===== config.mk =====
export PLATFORM = sky130hd
export DESIGN_NAME = f2i_convert
export DESIGN_NICKNAME = d
export VERILOG_FILES = /design/src/rtl/f2i_pkg.sv /design/src/rtl/f2i_align.sv /design/src/rtl/f2i_round.sv /design/src/rtl/f2i_convert.sv
export SDC_FILE = /design/constraint.sdc
export NUM_CORES = 1
export LEC_CHECK = 0
export BUFFER_PORTS_ARGS = -buffer_cell sky130_fd_sc_hd__clkbuf_2
export CAP_MARGIN = 20
export CELL_PAD_IN_SITES_DETAIL_PLACEMENT = 1
export CELL_PAD_IN_SITES_GLOBAL_PLACEMENT = 1
export CORE_MARGIN = 2
export CORE_UTILIZATION = 30
export CTS_BUF_LIST = sky130_fd_sc_hd__clkbuf_2
export DETAILED_ROUTE_END_ITERATION = 16
export MAX_ROUTING_LAYER = met4
export PLACE_DENSITY = 0.58
export SLEW_MARGIN = 20
export SYNTH_ARGS = -nofsm -noshare
export SYNTH_HDL_FRONTEND = slang
export SYNTH_SLANG_ARGS = --single-unit

===== constraint.sdc =====
create_clock -name clk -period 9.6 [get_ports clk]
set_clock_uncertainty 0.2 [all_clocks]
set_input_delay 1.44 -clock clk [delete_from_list [all_inputs] [get_ports clk]]
set_output_delay 1.44 -clock clk [all_outputs]
set_load 0.03 [all_outputs]

===== src/rtl/f2i_pkg.sv =====
`timescale 1ns/1ps
package f2i_pkg;

  // Rounding rule after decoding the 3-bit mode code.
  typedef enum logic [2:0] {
    RM_TRUNC = 3'd0,
    RM_CEIL  = 3'd1,
    RM_FLOOR = 3'd2,
    RM_AWAY  = 3'd3,
    RM_EVEN  = 3'd4
  } rmode_e;

  // Class of the input after the alignment stage.
  typedef enum logic [1:0] {
    K_NUM = 2'd0,
    K_NAN = 2'd1,
    K_OVF = 2'd2
  } kind_e;

  // Unused codes fall back to chopping.
  function automatic rmode_e decode_mode(input logic [2:0] code);
    case (code)
      3'd1:    return RM_CEIL;
      3'd2:    return RM_FLOOR;
      3'd3:    return RM_AWAY;
      3'd4:    return RM_EVEN;
      default: return RM_TRUNC;
    endcase
  endfunction

  // Decide +1 on the magnitude from the sign, the integer lsb, guard and sticky.
  function automatic logic round_up(input rmode_e m, input logic neg,
                                    input logic lsb, input logic g,
                                    input logic st);
    logic inexact;
    inexact = g | st;
    case (m)
      RM_CEIL:  return !neg && inexact;
      RM_FLOOR: return neg && inexact;
      RM_AWAY:  return g;
      RM_EVEN:  return g && (st || lsb);
      default:  return 1'b0;
    endcase
  endfunction

endpackage


===== src/rtl/f2i_align.sv =====
`timescale 1ns/1ps
module f2i_align
  import f2i_pkg::*;
#(
  parameter int EXP_W = 8,
  parameter int MAN_W = 23,
  parameter int INT_W = 32
) (
  input  logic [EXP_W+MAN_W:0] fp,
  output logic                 sign,
  output logic [INT_W-1:0]     mag,
  output logic                 guard,
  output logic                 sticky,
  output kind_e                kind
);
  localparam int FP_W  = 1 + EXP_W + MAN_W;
  localparam int SIG_W = MAN_W + 1;
  localparam int BIAS  = (1 << (EXP_W - 1)) - 1;
  localparam int ALN_W = INT_W + SIG_W;
  localparam int SA_W  = $clog2(INT_W);
  localparam int UE_W  = EXP_W + 2;
  localparam logic signed [UE_W-1:0] BIAS_S = UE_W'(BIAS);
  localparam logic signed [UE_W-1:0] UE_M1  = -1;
  localparam logic signed [UE_W-1:0] UE_TOP = UE_W'(INT_W - 1);

  logic [EXP_W-1:0]       exp_f;
  logic [MAN_W-1:0]       frac_f;
  logic                   exp_max, exp_zero;
  logic [SIG_W-1:0]       sig;
  logic signed [UE_W-1:0] ue;
  logic [SA_W-1:0]        sa;
  logic [ALN_W-1:0]       wide;

  assign sign     = fp[FP_W-1];
  assign exp_f    = fp[FP_W-2:MAN_W];
  assign frac_f   = fp[MAN_W-1:0];
  assign exp_max  = &exp_f;
  assign exp_zero = (exp_f == '0);
  assign sig      = {~exp_zero, frac_f};
  assign ue       = signed'({2'b00, exp_f}) - BIAS_S;
  assign sa       = SA_W'(ue + UE_W'(1));
  // Shift by (ue+1): binary point then sits just above bit MAN_W.
  assign wide     = {{INT_W{1'b0}}, sig} << sa;

  always_comb begin
    kind   = K_NUM;
    mag    = '0;
    guard  = 1'b0;
    sticky = 1'b0;
    if (exp_max) begin
      kind = (frac_f != '0) ? K_NAN : K_OVF;
    end else if (ue >= UE_TOP) begin
      if (sign && (frac_f == '0) && (ue == UE_TOP))
        mag = {1'b1, {(INT_W-1){1'b0}}};
      else
        kind = K_OVF;
    end else if (ue < UE_M1) begin
      sticky = |sig;
    end else begin
      mag    = wide[ALN_W-1 -: INT_W];
      guard  = wide[MAN_W];
      sticky = |wide[MAN_W-1:0];
    end
  end
endmodule


===== src/rtl/f2i_round.sv =====
`timescale 1ns/1ps
module f2i_round
  import f2i_pkg::*;
#(
  parameter int INT_W = 32
) (
  input  rmode_e           mode,
  input  logic             sign,
  input  logic [INT_W-1:0] mag,
  input  logic             guard,
  input  logic             sticky,
  input  kind_e            kind,
  output logic [INT_W-1:0] result,
  output logic             invalid,
  output logic             inc
);
  localparam logic [INT_W-1:0] POS_MAX = {1'b0, {(INT_W-1){1'b1}}};
  localparam logic [INT_W-1:0] NEG_MIN = {1'b1, {(INT_W-1){1'b0}}};

  logic [INT_W:0] mag_r;
  logic           rng_bad;

  assign inc     = round_up(mode, sign, mag[0], guard, sticky);
  assign mag_r   = {1'b0, mag} + (INT_W+1)'(inc);
  assign rng_bad = sign ? (mag_r > {1'b0, NEG_MIN}) : (mag_r > {1'b0, POS_MAX});

  always_comb begin
    result  = '0;
    invalid = 1'b0;
    case (kind)
      K_NAN: begin
        result  = NEG_MIN;
        invalid = 1'b1;
      end
      K_OVF: begin
        result  = sign ? NEG_MIN : POS_MAX;
        invalid = 1'b1;
      end
      default: begin
        if (rng_bad) begin
          result  = sign ? NEG_MIN : POS_MAX;
          invalid = 1'b1;
        end else begin
          result = sign ? (~mag_r[INT_W-1:0] + INT_W'(1)) : mag_r[INT_W-1:0];
        end
      end
    endcase
  end
endmodule


===== src/rtl/f2i_convert.sv =====
`timescale 1ns/1ps
module f2i_convert
  import f2i_pkg::*;
#(
  parameter int EXP_W = 8,
  parameter int MAN_W = 23,
  parameter int INT_W = 32
) (
  input  logic                 clk,
  input  logic                 rst_n,
  input  logic                 in_valid,
  input  logic [EXP_W+MAN_W:0] in_data,
  input  logic [2:0]           in_mode,
  output logic                 out_valid,
  output logic [INT_W-1:0]     out_result,
  output logic                 out_invalid
);
  // Stage 0: combinational alignment
  logic             a_sign, a_guard, a_sticky;
  logic [INT_W-1:0] a_mag;
  kind_e            a_kind;

  f2i_align #(.EXP_W(EXP_W), .MAN_W(MAN_W), .INT_W(INT_W)) u_align (
    .fp     (in_data),
    .sign   (a_sign),
    .mag    (a_mag),
    .guard  (a_guard),
    .sticky (a_sticky),
    .kind   (a_kind)
  );

  // Stage 1 registers
  logic             s1_valid, s1_sign, s1_guard, s1_sticky;
  logic [INT_W-1:0] s1_mag;
  kind_e            s1_kind;
  rmode_e           s1_mode;

  always_ff @(posedge clk or negedge rst_n) begin
    if (!rst_n) begin
      s1_valid  <= 1'b0;
      s1_sign   <= 1'b0;
      s1_guard  <= 1'b0;
      s1_sticky <= 1'b0;
      s1_mag    <= '0;
      s1_kind   <= K_NUM;
      s1_mode   <= RM_TRUNC;
    end else begin
      s1_valid <= in_valid;
      if (in_valid) begin
        s1_sign   <= a_sign;
        s1_guard  <= a_guard;
        s1_sticky <= a_sticky;
        s1_mag    <= a_mag;
        s1_kind   <= a_kind;
        s1_mode   <= decode_mode(in_mode);
      end
    end
  end

  // Stage 1 combinational: round and saturate
  logic [INT_W-1:0] r_result;
  logic             r_invalid;
  logic             rnd_inc;

  f2i_round #(.INT_W(INT_W)) u_round (
    .mode    (s1_mode),
    .sign    (s1_sign),
    .mag     (s1_mag),
    .guard   (s1_guard),
    .sticky  (s1_sticky),
    .kind    (s1_kind),
    .result  (r_result),
    .invalid (r_invalid),
    .inc     (rnd_inc)
  );

  // Stage 2 registers
  always_ff @(posedge clk or negedge rst_n) begin
    if (!rst_n) begin
      out_valid   <= 1'b0;
      out_result  <= '0;
      out_invalid <= 1'b0;
    end else begin
      out_valid   <= s1_valid;
      out_invalid <= s1_valid & r_invalid;
      if (s1_valid) out_result <= r_result;
    end
  end
endmodule


# Word level (Yosys, flattened, before mapping)
# Cells that the tools add are included.
# W data, S select, Z words.
[op_classes]
n_addsub = 4
order_cmp = 4
eq_ne = 11
shift = 1
muxes = 23
bitwise = 4
reduce_logical = 14
[op_table]
columns = ["cell", "n"]
rows = [
  ["$mux W32", 7],
  ["$pmux W32 S2", 1],
  ["$shl A24 B5 Y56", 1],
  ["$add A32 B1 Y33", 1],
  ["$gt A33 B31 Y1 const B", 1],
  ["$gt A33 B32 Y1 const B", 1],
  ["$add A32 B1 Y32 const B", 1],
  ["$not A32 Y32", 1],
  ["$reduce_or A24 Y1", 1],
  ["$logic_not A23 Y1", 1],
  ["$reduce_bool A23 Y1", 1],
  ["$reduce_or A23 Y1", 1],
  ["$eq A3 B2 Y1 const B", 4],
  ["$pmux W3 S4", 1],
  ["$eq A9 B6 Y1 const B", 1],
  ["$ge A9 B6 Y1 const B", 1],
  ["$lt A9 B1 Y1 const B", 1],
  ["$mux W1", 9],
  ["$sub A8 B7 Y9 const B", 1],
  ["$logic_not A8 Y1", 1],
  ["$mux W2", 4],
  ["$reduce_and A8 Y1", 1],
  ["$eq A3 B1 Y1 const B", 2],
  ["$eq A3 B3 Y1 const B", 2],
  ["11 further kinds", 15],
]
[word_totals]
regBits = 75
inputBits = 38
out_inout_bits = 34
wordCells = 71

# Depth between registers and ports, before layout
[depth]
depth_word = 9
ltp_mapped = 19
depth_no_buf = 15

# Hierarchy
# From an unflattened synthesis, not the netlist that was laid out.
[unflattened]
cells_unflattened = 939
area_unflattened_um2 = 8310.5
[by_module_without_submodules]
columns = ["mod", "n_inst", "cells_each", "area_per_inst_um2", "seq_area_each_um2"]
rows = [
  ["f2i_convert", 1, 163, 3089.2, 1876.8],
  ["f2i_align", 1, 397, 2725.1, 0.0],
  ["f2i_round", 1, 379, 2496.1, 0.0],
]

# Least setup slack after synthesis
# No wires, ideal clock.
[synth_path]
kind = "input -> register"
start = "in in_data[23]"
end = "reg s1_sticky"
setup_ns = 0.119
arrival_ns = 4.523
t_required_ns = 9.281
slack_ns = 4.758
stages = 12
n_path_buf = 3
path_cell_list = "buf_1 > clkbuf_1 > inv_1 > ha_1 > nand2b_1 > o21ai_0 > xnor2_1 > clkbuf_1 > a21oi_1 > nor4_1 > a31oi_1 > o21a_1"
[synth_between]
elab_chain_len = 7
elab_cells_between_ends = 13
cone_classes = "add/sub: 2; order compare: 2; shift: 1; mux: 3; bitwise: 1; reduce/logical: 4"
[synth_lines]
columns = ["item", "line_no", "source"]
rows = [
  ["start: declaration", "f2i_convert.sv:12", "input logic [EXP_W+MAN_W:0] in_data,"],
  ["$sub A8 B7 Y9 or $logic_not A8 Y1 (tied branches)", "f2i_align.sv:40, f2i_align.sv:38", ""],
  ["$add A5 B2 Y5 or $not A1 Y1 (tied branches)", "f2i_align.sv:41, f2i_align.sv:39", ""],
  ["$shl A24 B5 Y56", "f2i_align.sv:43", "assign wide = {{INT_W{1'b0}}, sig} << sa;"],
  ["$reduce_or A23 Y1", "f2i_align.sv:62", "sticky = |wide[MAN_W-1:0];"],
  ["$mux W1", "f2i_align.sv:57", "end else if (ue < UE_M1) begin"],
  ["$mux W1", "f2i_align.sv:52", "end else if (ue >= UE_TOP) begin"],
  ["$mux W1 *", "f2i_align.sv:50", "if (exp_max) begin"],
  ["end signal: assignment", "f2i_convert.sv:52", "s1_sticky <= a_sticky;"],
  ["end: declaration", "f2i_convert.sv:33", "logic s1_valid, s1_sign, s1_guard, s1_sticky;"],
]
# Every way passes the cells marked *; elsewhere a longest branch is shown, timed or not.
# A chain may end at the register's enable or synchronous reset.

# Final worst setup path
# Ends and elaborated chain as after synthesis.

==> results.txt <==
CP Launch Type - input pin
# DRC - 0
initial antenna violation count - 1
TNS Setup - 0 ns
share of cells above drive strength 1 - 17.22%
pre-CTS setup slack - 3.705 ns
clock buffer count from CTS - 9
highest clock rate - 0.1960 GHz
number of global-route vias before repair - 6,302
I/O pin cnt - 72
IO Port Bufs - 71
Mapped Nets - 876
Syn-to-layout area delta - 10.70%
Nets - 916
Power Dens Cells - 150.9 mW/mm²
crit-path max FO - 33
worst skew pair latency - 0.57 ns
Fin Hold WS - 0.3171 ns
first-pass GRT wire length - 35,320 µm
Hold Buf Count CTS - 0
Gate Count Post-Synth - 827
synth unique cells - 67
Data arrival, critical path - 5.37 ns
count leader, synth - nor2_1
Most used DFF post-synth - dfrtp_1
Power, Total - 1114 µW
Final Hold Fails - 0
root buffer cell - clkbuf_2
Gates resized, CTS repair - 0
CP Capture Type - register
setup bufs post-CTS - 0
initial core utilization - 30.55%
die footprint - 0.02343 mm²
P_leak - 0.002903 µW
setup slack after layout - 4.498 ns
hold depth - 2
Mapped Area - 0.006668 mm²
min cycle time layout - 5.102 ns
fin util - 33.82%
H-tree levels - 3
number of flops mapped to enable cells by yosys - 0
post-synthesis sequential area ratio - 28.15%
Yosys top cell area share - 28.15%
Pins Over Slew Limit - 0
post-synth top area cell - dfrtp_1
synth top area cells - dfrtp_1 28%, mux4_2 8.4%, nor2_1 7.1%
die height - 153.1 µm
drt first pass iters - 6
grt ovf - 0
clock sink count - 75
r2r worst-path depth - 16
Final period util - 53.14%
Cell Rows - 54
Total Routing Usage GR - 19.21%
Crit Path Category - in -> reg
unrepaired setup endpoints after global routing - no
Syn Area/Cell - 8.062 µm²
WL/cell - 18.63 µm
Core ar. - 0.02182 mm²
WP data required - 9.87 ns
dpl hpwl - 16,940 µm
Via-to-Cell Ratio - 5.409
Yosys reg bits - 75
Syn. warnings - 0
Worst-Margin Slew - 0.9811 ns
clk slew on worst S/H paths - 0.20 ns
WL final - 21,470 µm
1st-iter DRT viols - 291
outcome - finished, final reports clean
CTS tree - yes
largest net degree at the start of global routing - 76
Peak VDD IR - 0.04348 mV
worst rel slew slack - 34.59%
Die W - 153.1 µm
max_cap viols - 0
Clock Path Buffers - 2
Hold Path Class - reg -> reg
async set or reset register ratio after synthesis - 100.0%
Commonest cells post-synth - 127 x nor2_1, 75 x dfrtp_1, 54 x xnor2_1, 53 x a21oi_1, 53 x nand2_1
final setup vio count - 0
Detail Route Antenna Nets - 0
Vias - 6,231
Placer Congestion - 0.8377
power by group:
| group | switching, µW | total, µW | internal [µW] |
|---|---|---|---|
| clock network | 118 | 177 | 58.6 |
| logic | 342 | 530 | 188 |
| registers | 43.6 | 407 | 363 |
cell families (layout without fill, tap and decap cells):
kind of cell | Yosys count | after routing | synth area share (%)
AO/OA/AOI/OAI | 191 | 191 | 17.55
adder cells (fa/ha/maj) | 11 | 11 | 2.064
multiplexers | 48 | 48 | 11.99
AND/OR/NAND/NOR | 333 | 333 | 25.00
buffers and inverters | 102 | 146 | 6.061
other | 0 | 1 | 0
flip-flops | 75 | 75 | 28.15
XOR/XNOR | 67 | 67 | 9.195
through the flow:
step | instance area, µm² | instances
4_1_cts | 7347 | 1150
3_5_place_dp | 7242 | 1135
6_report | 7381 | 1152
2_1_floorplan | 6668 | 827
5_1_grt | 7381 | 1152
3_3_place_gp | 7242 | 1135
layout by cell type (no fill, tap or decap), types with 9 or more instances in the layout:
cell | synthesis | layout
or3_1 | 9 | 9
nand4_1 | 17 | 17
nor3_1 | 26 | 26
a21oi_1 | 53 | 53
nor4_1 | 21 | 21
a31oi_1 | 12 | 12
o21ai_0 | 40 | 40
nor2_1 | 127 | 127
mux4_2 | 25 | 25
inv_1 | 50 | 50
clkbuf_2 | 0 | 80
mux2i_1 | 18 | 18
xnor2_1 | 54 | 53
xor2_1 | 11 | 9
nand3_1 | 31 | 31
nand2_1 | 53 | 53
dfrtp_1 | 75 | 75
ha_1 | 11 | 11
o22ai_1 | 38 | 38
worst max-delay path, cell delays in order:
cell and delay (ns):
clkbuf_2 0.69, inv_1 0.25, ha_1 0.35, buf_4 0.34, nand2b_1 0.12, o21ai_0 0.63
xor2_4 0.56, a211oi_1 0.16, a31o_2 0.26, nor4_1 0.23, a31oi_1 0.13, o21a_1 0.18
flip-flops by register name (all words and copies together), names as in the netlist:
signal / flops
s1_sticky: 1
s1_sign: 1
out_invalid: 1
out_valid: 1
s1_mode: 3
s1_mag: 32
s1_kind: 2
s1_valid: 1
out_result: 32
s1_guard: 1
per-layer routing:
metal,track usage [%],vias to the layer above,wire length [µm]
met5,-,-,0
met4,4.101,0,271
met3,2.665,13,609
met2,31.25,104,10230
met1,25.59,3038,10360
li1,-,3076,-
cell type report:
cell class / count / area (µm²)
Tap cell: 280 / 350.3
Timing Repair Buffer: 79 / 430.4
Clock buffer: 10 / 50.05
Multi-Input combinational cell: 650 / 4420
Antenna cell: 1 / 2.502
Inverter: 52 / 195.2
Sequential cell: 75 / 1877
Clock inverter: 5 / 55.05
Fill cell: 2699 / 14440
final timing paths:
kind | slack, ns | startpoint | end
max | 4.50 | in_data[23] | s1_sticky$_DFFE_PN0P_
min | 0.32 | out_result[21]$_DFFE_PN0P_ | out_result[21]$_DFFE_PN0P_
max reg2reg | 4.56 | s1_sign$_DFFE_PN0P_ | out_result[30]$_DFFE_PN0P_
min reg2reg | 0.32 | out_result[21]$_DFFE_PN0P_ | out_result[21]$_DFFE_PN0P_
max in group asynchronous | 8.03 | rst_n | s1_sticky$_DFFE_PN0P_
min in group asynchronous | 0.58 | rst_n | out_result[10]$_DFFE_PN0P_
Power figures use the tool's default switching activity.
